### src/rtl/acc_cpu_pkg.sv
package acc_cpu_pkg;

  localparam logic [3:0] OP_JNS    = 4'h0;
  localparam logic [3:0] OP_LOAD   = 4'h1;
  localparam logic [3:0] OP_STORE  = 4'h2;
  localparam logic [3:0] OP_ADD    = 4'h3;
  localparam logic [3:0] OP_SUBT   = 4'h4;
  localparam logic [3:0] OP_INPUT  = 4'h5;
  localparam logic [3:0] OP_OUTPUT = 4'h6;
  localparam logic [3:0] OP_HALT   = 4'h7;
  localparam logic [3:0] OP_SKIP   = 4'h8;
  localparam logic [3:0] OP_JUMP   = 4'h9;
  localparam logic [3:0] OP_CLEAR  = 4'hA;
  localparam logic [3:0] OP_ADDI   = 4'hB;
  localparam logic [3:0] OP_JUMPI  = 4'hC;

  typedef enum logic [3:0] {
    S_FETCH0,
    S_FETCH1,
    S_FETCH2,
    S_DECODE,
    S_RD1,
    S_RD2,
    S_EXEC,
    S_WR,
    S_HALT
  } cpu_state_e;

  typedef enum logic [1:0] {
    ALU_PASS,
    ALU_ADD,
    ALU_SUB
  } alu_op_e;

endpackage

### src/rtl/acc_cpu_alu.sv
module acc_cpu_alu
  import acc_cpu_pkg::*;
#(
  parameter int DW = 16
) (
  input  alu_op_e       op,
  input  logic [DW-1:0] acc,
  input  logic [DW-1:0] opnd,
  output logic [DW-1:0] y
);

  always_comb begin
    case (op)
      ALU_ADD: y = acc + opnd;
      ALU_SUB: y = acc - opnd;
      default: y = opnd;
    endcase
  end

endmodule

### src/rtl/acc_cpu_skip.sv
module acc_cpu_skip #(
  parameter int DW = 16
) (
  input  logic [DW-1:0] acc,
  input  logic [1:0]    sel,
  output logic          take
);

  logic is_neg, is_zero;

  assign is_neg  = acc[DW-1];
  assign is_zero = (acc == '0);

  always_comb begin
    case (sel)
      2'b00:   take = is_neg;
      2'b01:   take = is_zero;
      2'b10:   take = !is_neg && !is_zero;
      default: take = 1'b0;
    endcase
  end

endmodule

### src/rtl/acc_cpu_core.sv
module acc_cpu_core
  import acc_cpu_pkg::*;
#(
  parameter int AW  = 12,
  parameter int DW  = 16,
  parameter int IOW = 8
) (
  input  logic           clk,
  input  logic           rst,
  output logic [AW-1:0]  mem_addr,
  output logic [DW-1:0]  mem_wdata,
  output logic           mem_we,
  input  logic [DW-1:0]  mem_rdata,
  input  logic [IOW-1:0] io_in,
  output logic [IOW-1:0] io_out,
  output logic           io_out_stb,
  output logic           halted
);

  localparam int OPW = DW - AW;
  localparam logic [AW-1:0] PC_ONE = {{(AW-1){1'b0}}, 1'b1};

  cpu_state_e     st_q;
  logic [AW-1:0]  pc_q, mar_q;
  logic [DW-1:0]  ac_q, ir_q, mbr_q;
  logic [IOW-1:0] in_q, out_q;
  logic           ind_q, we_q, stb_q, halt_q;

  logic [OPW-1:0] opcode;
  logic [AW-1:0]  operand;
  logic [1:0]     skip_sel;
  logic           skip_take;
  alu_op_e        alu_op;
  logic [DW-1:0]  alu_y;

  assign opcode   = ir_q[DW-1 -: OPW];
  assign operand  = ir_q[AW-1:0];
  assign skip_sel = ir_q[AW-1 -: 2];

  always_comb begin
    case (opcode)
      OP_LOAD: alu_op = ALU_PASS;
      OP_SUBT: alu_op = ALU_SUB;
      default: alu_op = ALU_ADD;
    endcase
  end

  acc_cpu_alu #(.DW(DW)) u_alu (
    .op   (alu_op),
    .acc  (ac_q),
    .opnd (mbr_q),
    .y    (alu_y)
  );

  acc_cpu_skip #(.DW(DW)) u_skip (
    .acc  (ac_q),
    .sel  (skip_sel),
    .take (skip_take)
  );

  always_ff @(posedge clk) begin
    if (rst) begin
      st_q   <= S_FETCH0;
      pc_q   <= '0;
      mar_q  <= '0;
      ac_q   <= '0;
      ir_q   <= '0;
      mbr_q  <= '0;
      in_q   <= '0;
      out_q  <= '0;
      ind_q  <= 1'b0;
      we_q   <= 1'b0;
      stb_q  <= 1'b0;
      halt_q <= 1'b0;
    end else begin
      in_q  <= io_in;
      stb_q <= 1'b0;
      case (st_q)
        S_FETCH0: begin
          mar_q <= pc_q;
          st_q  <= S_FETCH1;
        end
        S_FETCH1: st_q <= S_FETCH2;
        S_FETCH2: begin
          mbr_q <= mem_rdata;
          ir_q  <= mem_rdata;
          pc_q  <= pc_q + PC_ONE;
          st_q  <= S_DECODE;
        end
        S_DECODE: begin
          mar_q <= operand;
          ind_q <= 1'b0;
          st_q  <= S_FETCH0;
          case (opcode)
            OP_LOAD, OP_ADD, OP_SUBT, OP_ADDI, OP_JUMPI: st_q <= S_RD1;
            OP_STORE: begin
              mbr_q <= ac_q;
              we_q  <= 1'b1;
              st_q  <= S_WR;
            end
            OP_JNS: begin
              mbr_q <= {{OPW{1'b0}}, pc_q};
              we_q  <= 1'b1;
              st_q  <= S_WR;
            end
            OP_INPUT:  ac_q <= {{(DW-IOW){1'b0}}, in_q};
            OP_OUTPUT: begin
              out_q <= ac_q[IOW-1:0];
              stb_q <= 1'b1;
            end
            OP_HALT: begin
              halt_q <= 1'b1;
              st_q   <= S_HALT;
            end
            OP_SKIP:  if (skip_take) pc_q <= pc_q + PC_ONE;
            OP_JUMP:  pc_q <= operand;
            OP_CLEAR: ac_q <= '0;
            default: ;
          endcase
        end
        S_RD1: st_q <= S_RD2;
        S_RD2: begin
          mbr_q <= mem_rdata;
          st_q  <= S_EXEC;
        end
        S_EXEC: begin
          st_q <= S_FETCH0;
          case (opcode)
            OP_JUMPI: pc_q <= mbr_q[AW-1:0];
            OP_ADDI: begin
              if (!ind_q) begin
                mar_q <= mbr_q[AW-1:0];
                ind_q <= 1'b1;
                st_q  <= S_RD1;
              end else begin
                ac_q  <= alu_y;
                ind_q <= 1'b0;
              end
            end
            default: ac_q <= alu_y;
          endcase
        end
        S_WR: begin
          we_q <= 1'b0;
          if (opcode == OP_JNS) pc_q <= mar_q + PC_ONE;
          st_q <= S_FETCH0;
        end
        default: st_q <= S_HALT;
      endcase
    end
  end

  assign mem_addr   = mar_q;
  assign mem_wdata  = mbr_q;
  assign mem_we     = we_q;
  assign io_out     = out_q;
  assign io_out_stb = stb_q;
  assign halted     = halt_q;

  p_stb_pulse_r10: assert property (@(posedge clk) disable iff (rst)
    io_out_stb |=> !io_out_stb);

  p_out_with_stb_r10: assert property (@(posedge clk) disable iff (rst)
    !$stable(io_out) |-> io_out_stb);

  p_halt_sticky_r11: assert property (@(posedge clk) disable iff (rst)
    halted |=> halted);

  p_halt_quiet_r11: assert property (@(posedge clk) disable iff (rst)
    halted |-> !mem_we);

  p_we_single_r3: assert property (@(posedge clk) disable iff (rst)
    mem_we |=> !mem_we);

  p_fetch_inc_r2: assert property (@(posedge clk) disable iff (rst)
    (st_q == S_FETCH2) |=> (pc_q == $past(pc_q) + PC_ONE));

endmodule

### config.mk
export PLATFORM = sky130hd
export DESIGN_NAME = acc_cpu_core
export DESIGN_NICKNAME = d
export VERILOG_FILES = /design/src/rtl/acc_cpu_pkg.sv /design/src/rtl/acc_cpu_alu.sv /design/src/rtl/acc_cpu_skip.sv /design/src/rtl/acc_cpu_core.sv
export SDC_FILE = /design/constraint.sdc
export NUM_CORES = 1
export LEC_CHECK = 0
export BUFFER_PORTS_ARGS = -buffer_cell sky130_fd_sc_hd__buf_2
export CORE_ASPECT_RATIO = 0.75
export CORE_MARGIN = 1.5
export CORE_UTILIZATION = 38
export CTS_CLUSTER_DIAMETER = 200
export CTS_CLUSTER_SIZE = 30
export DETAILED_ROUTE_END_ITERATION = 10
export PLACE_DENSITY = 0.58
export SETUP_SLACK_MARGIN = 0.05
export SYNTH_ARGS = -nofsm -noshare
export SYNTH_HDL_FRONTEND = slang
export SYNTH_SLANG_ARGS = --single-unit
### constraint.sdc
create_clock -name clk -period 4 [get_ports clk]
set_clock_uncertainty 0.2 [all_clocks]
set_input_delay 0.8 -clock clk [delete_from_list [all_inputs] [get_ports clk]]
set_output_delay 0.8 -clock clk [all_outputs]
set_load 0.01 [all_outputs]
# Yosys cells after proc, flatten, opt, wreduce, memory -nomap -nowiden

Index checks and enable logic that the tools add are counted.

Bits in registers: 96
Word-level logic and storage cells: 102

Add/sub/neg operators: 4
Equal/unequal tests: 34
Mux-type cells: 27
Bitwise logic cells: 1
Reductions and logical operators: 24

Operators by type and width:

| kind                                                                     | number |
|---|---|
| 16-bit case mux with 2 select lines                                      | 6 |
| 12-bit 2-to-1 mux                                                        | 5 |
| 12-bit case mux with 4 select lines                                      | 1 |
| 12-bit case mux with 3 select lines                                      | 1 |
| 4-bit by 3-bit equality test with 1-bit output (second input constant)   | 8 |
| 4-bit case mux with 8 select lines                                       | 1 |
| 12-bit by 1-bit adder with 12-bit output (second input constant)         | 2 |
| 12-bit case mux with 2 select lines                                      | 1 |
| 4-bit equality test (second input constant)                              | 5 |
| 16-bit adder                                                             | 1 |
| 4-bit by 2-bit equality test with 1-bit output (second input constant)   | 4 |
| 16-bit zero test                                                         | 1 |
| 16-bit 2-to-1 mux                                                        | 1 |
| 16-bit subtractor                                                        | 1 |
| 4-bit case mux with 3 select lines                                       | 1 |
| 2-bit inequality test (second input constant)                            | 5 |
| 2-bit AND reduction                                                      | 5 |
| 4-bit by 1-bit equality test with 1-bit output (second input constant)   | 2 |
| 4-bit zero test                                                          | 2 |
| 3-bit 2-to-1 mux                                                         | 2 |
| 3-bit by 2-bit inequality test with 1-bit output (second input constant) | 2 |
| 3-bit inequality test (second input constant)                            | 2 |
| 2-bit nonzero test                                                       | 3 |
| 2-bit OR reduction                                                       | 3 |
| other kinds (18)                                                         | 25 |

# Longest topological paths before layout

Gate-level depths: netlist of run 1.

Depth in word-level cells: 7
Mapped depth: 12
Gate-level depth less buffers: 12

# Hierarchy

Synthesis of run 1 repeated with hierarchy kept, for this count alone.

Cell total of the unflattened synthesis: 823
Area total of the unflattened synthesis: 6378.6 µm²

Modules (own cells, without submodules):

| module       | instances | cells each | area each (µm²) | sequential area each (µm²) |
|---|---|---|---|---|
| acc_cpu_core | 1         | 627        | 5077.4          | 1921.8 |
| acc_cpu_alu  | 1         | 186        | 1231.2          | 0.0 |
| acc_cpu_skip | 1         | 10         | 70.1            | 0.0 |

# Least setup slack after synthesis of run 1

Ideal clock, no wire load.

Path type: reg-to-reg
Start: reg ir_q[14]
End: reg ac_q[7]
Arrival: 2.997 ns
Required time: 3.714 ns
Path slack: 0.717 ns
Cell stages (with the launch flop): 12
Buffers on the path: 2
Clock period less this slack: 3.283 ns
Path through: dfxtp_1 -> buf_2 -> buf_2 -> nor4b_2 -> mux2i_1 -> ha_1 -> and2b_2 -> o31ai_4 -> a21oi_1 -> o21ai_0 -> or3b_2 -> a211oi_1

Cells in the longest elaborated chain, start to end: 7
Elaborated cells on any way between the ends: 18
Those cells by class: eq/ne (11); mux (6); reduce/logical (1)

Ends and longest elaborated chain:

| element                                                                                                          | RTL line            | source |
|---|---|---|
| start, declared                                                                                                  | acc_cpu_core.sv:25  | `logic [DW-1:0] ac_q, ir_q, mbr_q;` |
| start signal, assigned                                                                                           | acc_cpu_core.sv:86  | `ir_q <= mem_rdata;` |
| 4-bit by 3-bit equality test with 1-bit output or 4-bit by 1-bit equality test with 1-bit output (tied branches) | acc_cpu_core.sv:41  | `case (opcode)` |
| 2-bit case mux with 2 select lines                                                                               | acc_cpu_core.sv:41  |  |
| 2-bit equality test or 2-bit by 1-bit equality test with 1-bit output (tied branches)                            | acc_cpu_alu.sv:13   | `case (op)` |
| 16-bit case mux with 2 select lines                                                                              | acc_cpu_alu.sv:13   |  |
| 16-bit 2-to-1 mux                                                                                                | acc_cpu_core.sv:131 | `if (!ind_q) begin` |
| 16-bit case mux with 2 select lines                                                                              | acc_cpu_core.sv:128 | `case (opcode)` |
| 16-bit case mux with 2 select lines                                                                              | acc_cpu_core.sv:78  | `case (st_q)` |
| end signal, assigned                                                                                             | acc_cpu_core.sv:106 | `OP_INPUT: ac_q <= {{(DW-IOW){1'b0}}, in_q};` |
| end signal, assigned                                                                                             | acc_cpu_core.sv:136 | `ac_q <= alu_y;` |
| end signal, assigned                                                                                             | acc_cpu_core.sv:140 | `default: ac_q <= alu_y;` |
| end, declared                                                                                                    | acc_cpu_core.sv:25  |  |

Parallel ways exist; a longest one is shown, timed or not. The select of a mux whose other input is x is not followed.
A chain may end at the register's enable or synchronous reset.

# Worst setup path after layout of run 1

Start: reg mbr_q[6] (netlist: mem_wdata[6])
End: reg ac_q[15]

Cells in the longest elaborated chain, start to end: 5
Elaborated cells on any way between the ends: 6
Those cells by class: add/sub (2); mux (4)

Ends and longest elaborated chain:

| element                                           | RTL line                             | source |
|---|---|---|
| start, declared                                   | acc_cpu_core.sv:25                   |  |
| start signal, assigned                            | acc_cpu_core.sv:85                   | `mbr_q <= mem_rdata;` |
| start signal, assigned                            | acc_cpu_core.sv:97                   | `mbr_q <= ac_q;` |
| start signal, assigned                            | acc_cpu_core.sv:102                  | `mbr_q <= {{OPW{1'b0}}, pc_q};` |
| 16-bit subtractor or 16-bit adder (tied branches) | acc_cpu_alu.sv:15, acc_cpu_alu.sv:14 |  |
| 16-bit case mux with 2 select lines (*)           | acc_cpu_alu.sv:13                    |  |
| 16-bit 2-to-1 mux                                 | acc_cpu_core.sv:131                  |  |
| 16-bit case mux with 2 select lines (*)           | acc_cpu_core.sv:128                  |  |
| 16-bit case mux with 2 select lines (*)           | acc_cpu_core.sv:78                   |  |

Mark *: on every way between the ends. The rest lies on a longest branch, timed or not. The select of a mux whose other input is x is not followed.

==> results of run 1 <==
[final cells by class]
cell class | count | area, sq um | share of cell area [%]
multi-input cells | 625 | 3908 | 56.62
clock buffers | 9 | 225.2 | 3.263
clock inverters | 7 | 55.05 | 0.7977
flip-flops and latches | 96 | 1922 | 27.85
repair buffers | 84 | 473.0 | 6.853
inverters | 15 | 56.30 | 0.8158
well taps | 210 | 262.8 | 3.807
[registers in the layout (all words and copies together), names as in the netlist]
register / count
io_out_stb: 1
st_q: 4
halted: 1
ac_q: 16
in_q: 8
mem_we: 1
ind_q: 1
ir_q: 16
pc_q: 12
mem_wdata: 16
mem_addr: 12
io_out: 8
[cell usage in the layout (no fill, tap or decap), types with 3 or more instances in the layout]
cell type   synthesis  layout
buf_2              22      63
ha_1               18      18
nor3b_1             5       5
nor4_1             10      10
a31oi_1             7       7
o21ai_0            41      41
a21o_1              3       3
buf_4               5      21
a221oi_1            9       9
o31ai_1             5       5
nor2b_1            14      14
a211oi_1           10      10
or3_1               3       3
a21oi_1            62      62
a222oi_1            4       4
a22oi_1            19      19
nand2_1           122     122
clkbuf_16           0       9
nor2_1             78      78
a311o_1            11      11
o21a_1              4       4
dfxtp_1            96      96
nor3_1             20      20
xnor2_1            27      27
o211ai_1            6       6
inv_1              15      15
a311oi_1           19      19
xor2_1             13      13
nand4_1             7       7
nand3_1            19      19
clkinvlp_4          0       4
nand2b_1           12      12
mux2i_1             8       8
o22ai_1             7       7
[where the power goes]
group          switching (mW)  internal (mW)  leakage, nW  total, mW
combinational            1.65           1.14         1.54       2.79
clock                   0.419          0.428        0.126      0.847
sequential              0.283           1.11        0.782       1.40
[metrics by stage]
step	hold WS [ns]	instance area, sq um	utilization [%]	std cells	total power [mW]
floorplan	0.2459	6195	-	794	3.477
global placement	0.2344	6621	41.47	1030	4.161
detailed placement	0.2427	6621	41.47	1030	4.151
CTS	0.2541	6902	43.23	1046	5.011
global route	0.2775	6902	43.23	1046	5.399
finish	0.2508	6902	43.23	1046	5.035
[final timing paths]
kind                              from                     to  slack, ns  depth (start not counted)
max          mem_wdata[6]$_SDFFE_PP0P_  ac_q[15]$_SDFFE_PP0P_       0.47                          9
min                halted$_SDFFE_PP0P_    halted$_SDFFE_PP0P_       0.25                          2
max reg2reg  mem_wdata[6]$_SDFFE_PP0P_  ac_q[15]$_SDFFE_PP0P_       0.47                          9
min reg2reg        halted$_SDFFE_PP0P_    halted$_SDFFE_PP0P_       0.25                          2
[logic make-up (layout without fill, tap and decap cells)]
| group | Yosys count | in the layout |
|---|---|---|
| AND/OR/NAND/NOR | 321 | 321 |
| AO/OA/AOI/OAI | 236 | 236 |
| flip-flops | 96 | 96 |
| buffers and inverters | 73 | 115 |
| XOR/XNOR | 40 | 40 |
| adder cells (fa/ha/maj) | 19 | 19 |
| multiplexers | 9 | 9 |
[synth_stat cells (6+ instances only)]
master    instances  share of area, %
a31oi_1           7              0.71
nand2b_1         12               1.2
xor2_1           13               1.8
o21ai_0          41               3.3
a21oi_1          62               5.0
o22ai_1           7              0.71
xnor2_1          27               3.8
o211ai_1          6              0.73
nand3_1          19               1.5
a311oi_1         19               2.7
a221oi_1          9               1.3
mux2i_1           8               1.3
a22oi_1          19               2.3
dfxtp_1          96                31
nor2b_1          14               1.4
ha_1             18               3.6
nand4_1           7              0.71
nor3_1           20               1.6
nor2_1           78               4.7
a311o_1          11               1.8
buf_2            22               1.8
nand2_1         122               7.4
nor4_1           10               1.0
clkbuf_1         25               1.5
inv_1            15              0.91
a211oi_1         10               1.2
[worst max-delay path, stage by stage (launching register included)]
cell	delay, ns
dfxtp_1	0.35
nor4_1	0.76
nand3_1	0.30
o41ai_1	0.37
xor2_1	0.19
ha_1	0.31
a211o_1	0.28
o32a_2	0.39
xnor2_1	0.14
o22ai_1	0.09
[layer usage]
layer / track usage [%] / up-vias / share of wire [%]
li1: - / 2984 / -
met1: 36.47 / 2924 / 50
met2: 32.75 / 236 / 40
met3: 5.480 / 22 / 8.2
met4: 4.706 / 0 / 1.1
met5: 0 / - / 0
==> impl_metrics.yaml, run 1 <==
outcome:
  status: "finished, final reports clean"
routing:
  viasPerCell: 5.895
  totalWireLength_mm: 19.74
  routedWlPerCell_um: 18.87
  drt_iter0_drc: 566
  postRouteAntennaNets: 0
  num_vias: 6166
  dr.pass1.iters: 6
  remaining_drc_errors: 0
clocking:
  postCtsSetupBuffers: 0
  clkSlewWorstSetupHoldPaths_ns: 0.07
  cts_buffers: 9
  cts_root_buf: "clkbuf_16"
  clk_path_buf_depth: 2
  insertion_delay_ns: 0.36
  h-tree-depth: 3
  cts_tree: "built"
  cts_hold_buf: 0
  cts_sinks: 96
  cts_resized: 0
power_and_ir_drop:
  leakage_nw: 2.444
  power_density_nw_per_um2: 729.6
  max-vdd-ir-drop_uv: 294.9
synthesis:
  yosys.area_share.xor_xnor_pct: 5.655
  synth_top_family_by_area: "compound AO/OA/AOI/OAI gates"
  synth.distinct_cells: 83
  syn_area_per_cell_sq_um: 7.802
  ys_ff_latch: 96
  yosysSeqAreaShare_pct: 31.02
  syn_nets: 839
  synth_edf_count: 0
  syn_inst: 794
  synth-compound-area-share_pct: 26.74
  synth_flop_cell: "dfxtp_1"
  synthMuxAreaShare_pct: 1.474
  synthAdderAreaFrac_pct: 3.959
  syn-cell-area_sq_um: 6195
  yosysWarnings: 0
  yosys.area_share.simple_pct: 25.25
  synthArstFlopShare_pct: 0
placed_design:
  place_congestion: 0.8789
  port_buffers: 64
  dp_worst_setup_slack_ns: 0.5736
  place_hpwl_mm: 14.57
timing:
  fin_tns_setup_ns: 0
  layout_setup_ws_ns: 0.4698
  worstMarginPinSlew_ns: 0.8773
  fmax_mhz: 283.3
  finalMaxSlewViolations: 0
  hold_viol_final: 0
  min_period_ns: 3.530
  max_slew_margin_pct: 40.97
  setup_viol: 0
  min_period_over_period_pct: 88.26
  grt_setup_unrepaired: "false"
run:
  drv_cap: 0
setup_path:
  worstPathRequired_ns: 4.02
  crit_arrival_ns: 3.55
  cp_max_fo: 6
  startpoint_type: "flip-flop"
  crit_type: "reg2reg"
  cp-end-kind: "flip-flop"
layout:
  fill_cells: 1645
  nNetsFinal: 876
  syn2layout_area_growth_pct: 11.41
  n_antenna_cell: 0
  drive_above_1_share_pct: 15.07
global_routing:
  grt_pass1_wl_mm: 30.93
  grt_pass1_vias: 5459
  grt_max_degree: 51
  track_usage_pct: 23.58
  antenna_found_initial: 0
  grt_overflow: 0
die:
  core.rowCount: 40
  die_w_um: 150.4
  io_pins: 65
  die_area_sq_um: 17090
  die_h_um: 113.6
  initial_core_util_pct: 38.80
  core_region_area_sq_um: 15970
hold_path:
  hold_class: "reg2reg"
Power figures use the tool's default switching activity.
==> run 2, diff against run 1 <==
- GPL_TIMING_DRIVEN: default -> 0
- PLACE_DENSITY: 0.58 -> 0.67
==> run 2 against run 1 <==
Against the previous run:
- global-route usage is 1.4 points higher
- sequential power is 3% lower
- final area increased by 3.1%
- hold slack better by 0.032 ns
- routed wire length rose by 7.2%
- utilization grew 1.3 points
- power up 2.6%
- clock power up 6.6%
- via count is 5.1% higher
==> impl_metrics.yaml, run 2 (synthesis gave the netlist of run 1 again) <==
clocking:
  cts_sinks: 96
  clk_path_buf_depth: 2
  h-tree-depth: 3
  insertion_delay_ns: 0.35
  cts_root_buf: "clkbuf_16"
  cts_buffers: 9
  clkSlewWorstSetupHoldPaths_ns: 0.07
  cts_tree: "built"
  cts_hold_buf: 0
timing:
  hold_viol_final: 0
  fin_tns_setup_ns: 0
  min_period_ns: 3.681
  layout_setup_ws_ns: 0.3193
  max_slew_margin_pct: 46.40
  min_period_over_period_pct: 92.02
  setup_viol: 0
  finalMaxSlewViolations: 0
  fmax_mhz: 271.7
  grt_setup_unrepaired: "false"
  worstMarginPinSlew_ns: 0.8040
power_and_ir_drop:
  p_clk_share_pct: 17.5
  power_density_nw_per_um2: 725.8
  max-vdd-ir-drop_uv: 323.1
  internal_power_mw: 2.804
  sw_frac_of_total_pct: 45.71
  p_sw_mw: 2.360
  combPwrFrac_pct: 56.2
  leakage_nw: 2.571
  pwr-share-seq_pct: 26.3
setup_path:
  r2r-start: "mem_wdata[3]$_SDFFE_PP0P_"
  crit_start: "mem_wdata[3]$_SDFFE_PP0P_"
  cp-end-kind: "flip-flop"
  worstPathRequired_ns: 4.04
  crit_arrival_ns: 3.72
  cp_max_fo: 8
  crit_type: "reg2reg"
  startpoint_type: "flip-flop"
die:
  initial_core_util_pct: 38.80
  die_w_um: 150.4
  die_area_sq_um: 17090
  core_region_area_sq_um: 15970
  io_pins: 65
  core.rowCount: 40
  die_h_um: 113.6
routing:
  totalWireLength_mm: 21.17
  remaining_drc_errors: 0
  dr.pass1.iters: 6
  routedWlPerCell_um: 19.51
  num_vias: 6479
  viasPerCell: 5.971
  drt_iter0_drc: 806
  postRouteAntennaNets: 0
layout:
  final_cell_mix: "nand2_1, dfxtp_1, buf_2, nor2_1, a21oi_1"
  nNetsFinal: 916
  syn2layout_area_growth_pct: 14.87
  final_common_cell: "nand2_1"
  n_antenna_cell: 0
  drive_above_1_share_pct: 15.89
hold_path:
  hold_class: "reg2reg"
  min_from: "ir_q[7]$_SDFFE_PP0P_"
placed_design:
  place_hpwl_mm: 16.06
  place_congestion: 0.9774
  dp_worst_setup_slack_ns: 0.07242
  port_buffers: 63
global_routing:
  antenna_found_initial: 0
  grt_pass1_vias: 5700
  grt_max_degree: 17
  grt_pass1_wl_mm: 32.60
  track_usage_pct: 24.99
  grt_overflow: 0
run:
  drv_cap: 0
outcome:
  status: "finished, final reports clean"
[run 2: worst max-delay path, stage by stage (launching register included)]
cell      delay, ns
dfxtp_1        0.32
clkbuf_1       0.28
nor4_4         0.46
nand2_1        0.14
o41ai_1        0.32
xor2_1         0.19
ha_1           0.29
nand2_1        0.15
o21ai_0        0.21
a21o_1         0.23
a221oi_1       0.31
xor2_1         0.15
a311oi_1       0.32
[run 2: path summary, 6_finish.rpt]
path                            to  slack [ns]  cells after the start
min           ir_q[7]$_SDFFE_PP0P_        0.28                      2
max          ac_q[13]$_SDFFE_PP0P_        0.32                     12
min reg2reg   ir_q[7]$_SDFFE_PP0P_        0.28                      2
max reg2reg  ac_q[13]$_SDFFE_PP0P_        0.32                     12
[run 2: per-layer routing]
metal / vias to the layer above / global-route usage, % / part of all wire, %
met1: 3038 / 39.56 / 48
li1: 3049 / - / -
met2: 371 / 32.54 / 38
met4: 0 / 4.052 / 1.0
met3: 21 / 7.760 / 13
met5: - / 0 / 0
[run 2: what timing repair did]
item,in CTS,in global routing
setup endpoints to repair,1,2
endpoints found under the hold margin,0,0
pin swaps,0,1
buffers inserted,0,3
gates resized for setup,1,1
[run 2: through the flow]
stage	cell area, sq um	total power, mW	util (%)	cells	hold WS, ns
2_1_floorplan	6195	3.477	-	794	0.2459
3_3_place_gp	6773	4.164	42.42	1067	0.2665
3_5_place_dp	6773	4.190	42.42	1067	0.2750
4_1_cts	7084	5.094	44.37	1082	0.2844
5_1_grt	7116	5.531	44.57	1085	0.3020
6_report	7116	5.164	44.57	1085	0.2830
[run 2: layout make-up]
cell class / instances / area [sq um]
Sequential cell: 96 / 1922
Tap cell: 210 / 262.8
Multi-Input combinational cell: 625 / 3925
Fill cell: 1621 / 8850
Clock inverter: 5 / 63.81
Clock buffer: 10 / 239.0
Buffer: 58 / 309.0
Inverter: 15 / 56.30
Timing Repair Buffer: 66 / 337.8
[run 2: power groups by stage]
stage	combinational (mW)	sequential [mW]	clock [mW]
4_1_cts	2.84	1.35	0.907
5_1_grt	3.20	1.38	0.946
3_5_place_dp	2.82	1.37	0
2_1_floorplan	2.14	1.33	0
6_report	2.90	1.36	0.903
3_3_place_gp	2.80	1.37	0
==> run 3, diff against run 2 <==
- BUFFER_PORTS_ARGS: -buffer_cell sky130_fd_sc_hd__buf_2 -> default
- DONT_BUFFER_PORTS: default -> 1
- PLACE_DENSITY: 0.67 -> 0.63
- RECOVER_POWER: default -> 50
==> run 3 against run 2 <==
Against the previous run:
- register-to-register slack lost 0.08 ns
- final cell count shrank 6.0%
- via count shrank 2.7%
- clock power shrank 3.9%
- die area is the same
- sequential power grew 4%
- power shrank 1.9%
- first-iteration DRC count shrank 18%
- setup slack lost 0.079 ns
- clock-buffer cell count shrank 1
- non-clock buffer count shrank 66
- utilization shrank 2.2 points
- critical path type unchanged
- largest power group unchanged
==> impl_metrics.yaml, run 3 (synthesis gave the netlist of run 1 again) <==
outcome:
  status: "finished, final reports clean"
layout:
  nNetsFinal: 850
  fin_area_sq_um: 6763
  syn2layout_area_growth_pct: 9.170
  drive_above_1_share_pct: 8.642
  n_antenna_cell: 0
  final_cell_mix: "nand2_1, dfxtp_1, nor2_1, a21oi_1, o21ai_0"
  regArea_sq_um: 1922
  final_common_cell: "nand2_1"
  multi_input_area_sq_um: 3925
  fill_cells: 1641
clocking:
  postCtsSetupBuffers: 0
  cts_root_buf: "clkbuf_16"
  clk_path_buf_depth: 2
  cts_tree: "built"
  cts_sinks: 96
  clkSlewWorstSetupHoldPaths_ns: 0.07
  h-tree-depth: 3
  cts_buffers: 9
  insertion_delay_ns: 0.35
placed_design:
  place_congestion: 0.9873
  place_hpwl_mm: 16.40
  port_buffers: 0
  placed_area_sq_um: 6457
die:
  initial_core_util_pct: 38.80
  die_w_um: 150.4
  io_pins: 65
  core.rowCount: 40
  core_region_area_sq_um: 15970
  die_area_sq_um: 17090
  die_h_um: 113.6
setup_path:
  cp_max_fo: 10
  cp_cell_sequence: "buf_2 -> buf_2 -> nor4b_4 -> mux2i_1 -> ha_1 -> and2b_2 -> o31ai_4 -> a211oi_1 -> a221oi_1 -> xor2_1 -> a311oi_1"
  reg2regPathDepth: 11
  r2r-start: "ir_q[14]$_SDFFE_PP0P_"
  crit_family: "compound AO/OA/AOI/OAI gates"
  cp-end-kind: "flip-flop"
  cp_slowest_cell: "nor4b_4"
  crit_cells: 11
  startpoint_type: "flip-flop"
  crit_arrival_ns: 3.81
  ff2ff_setup_slack_ns: 0.24
  r2r_end: "ac_q[13]$_SDFFE_PP0P_"
  crit_top_cell: "buf_2"
  worst-path-buf-inv: 2
  worstPathRequired_ns: 4.05
  critical_path.max_stage_delay_ns: 0.54
  crit_type: "reg2reg"
global_routing:
  antenna_found_initial: 0
  grt_pass1_wl_mm: 33.07
  grt_pass1_vias: 5620
  grt_overflow: 0
  grt_max_degree: 20
  track_usage_pct: 25.59
timing:
  finalMaxSlewViolations: 0
  grt_setup_unrepaired: "false"
  fmax_mhz: 266.0
  holdWs_ns: 0.2896
  min_period_over_period_pct: 94.00
  min_period_ns: 3.760
  max_slew_margin_pct: 42.24
  worstMarginPinSlew_ns: 0.8663
  hold_viol_final: 0
  setup_viol: 0
  fin_tns_setup_ns: 0
routing:
  postRouteAntennaNets: 0
  routedWlPerCell_um: 21.12
  drt_iter0_drc: 662
  remaining_drc_errors: 0
  dr.pass1.iters: 10
  viasPerCell: 6.179
  num_vias: 6303
  totalWireLength_mm: 21.54
hold_path:
  whs_endpoint: "ir_q[7]$_SDFFE_PP0P_"
  hold_class: "reg2reg"
  min_from: "ir_q[7]$_SDFFE_PP0P_"
  whs_path_depth: 2
power_and_ir_drop:
  leakage_nw: 2.235
  max-vdd-ir-drop_uv: 287.6
  power_density_nw_per_um2: 749.4
run:
  drv_cap: 0
-- run 3: cell types whose count changed in the layout (fill, tap and decap cells not counted), moves of 2 or more --
cell and change:
buf_2 -65, buf_4 -4, clkbuf_1 +4, clkbuf_8 -2, clkinv_4 +2, clkinv_8 +2
-- run 3: worst min-delay path, delay by kind of cell (launching register included) --
kind	cells	cell delay (ns)
simple gates	1	0.06
flops	1	0.33
compound gates	1	0.05
-- run 3: power breakdown --
part	internal [mW]	switching, mW	total [mW]	leakage, nW
Combinational	1.11	1.67	2.78	1.31
Clock	0.443	0.425	0.868	0.148
Sequential	1.11	0.307	1.42	0.782
Total	2.67	2.40	5.07	2.23
-- run 3: how the worst max path moves through the flow --
stage / start / endpoint / slack, ns
2_1_floorplan: ir_q[14]$_SDFFE_PP0P_ / ac_q[7]$_SDFFE_PP0P_ / 0.72
6_report: ir_q[14]$_SDFFE_PP0P_ / ac_q[13]$_SDFFE_PP0P_ / 0.24
3_5_place_dp: ir_q[14]$_SDFFE_PP0P_ / ac_q[13]$_SDFFE_PP0P_ / 0.07
4_1_cts: mem_wdata[2]$_SDFFE_PP0P_ / ac_q[13]$_SDFFE_PP0P_ / 0.20
5_1_grt: ir_q[14]$_SDFFE_PP0P_ / ac_q[13]$_SDFFE_PP0P_ / 0.1
3_3_place_gp: ir_q[14]$_SDFFE_PP0P_ / ac_q[13]$_SDFFE_PP0P_ / 0.09
-- run 3: area by class of cell --
cell class	instances	area share, %
multi-input cells	625	58.04
flip-flops and latches	96	28.42
plain buffers	58	4.329
well taps	210	3.885
clock buffers	9	3.330
clock inverters	7	1.166
inverters	15	0.8326
-- run 3: through the flow --
| step | total power, mW | cells | util, % | worst slack, ns |
|---|---|---|---|---|
| 2_1_floorplan | 3.477 | 794 | - | 0.7171 |
| 3_3_place_gp | 4.110 | 1004 | 40.45 | 0.08695 |
| 3_5_place_dp | 4.121 | 1004 | 40.45 | 0.06921 |
| 4_1_cts | 5.013 | 1020 | 42.41 | 0.1984 |
| 5_1_grt | 5.384 | 1020 | 42.36 | 0.09796 |
| 6_report | 5.068 | 1020 | 42.36 | 0.2399 |
-- run 3: timing repair --
| item | in CTS | in global routing |
|---|---|---|
| hold buffers | 0 | 0 |
| pin swaps | 0 | 1 |
| setup endpoints to repair | 1 | 1 |
| resized for setup | 1 | 1 |
-- run 3: routing by layer --
layer / vias up / wire length (um) / track usage [%]
li1: 2934 / - / -
met1: 2974 / 10280 / 39.78
met2: 366 / 8004 / 33.91
met3: 29 / 2934 / 7.560
met4: 0 / 322 / 5.359
met5: - / 0 / 0
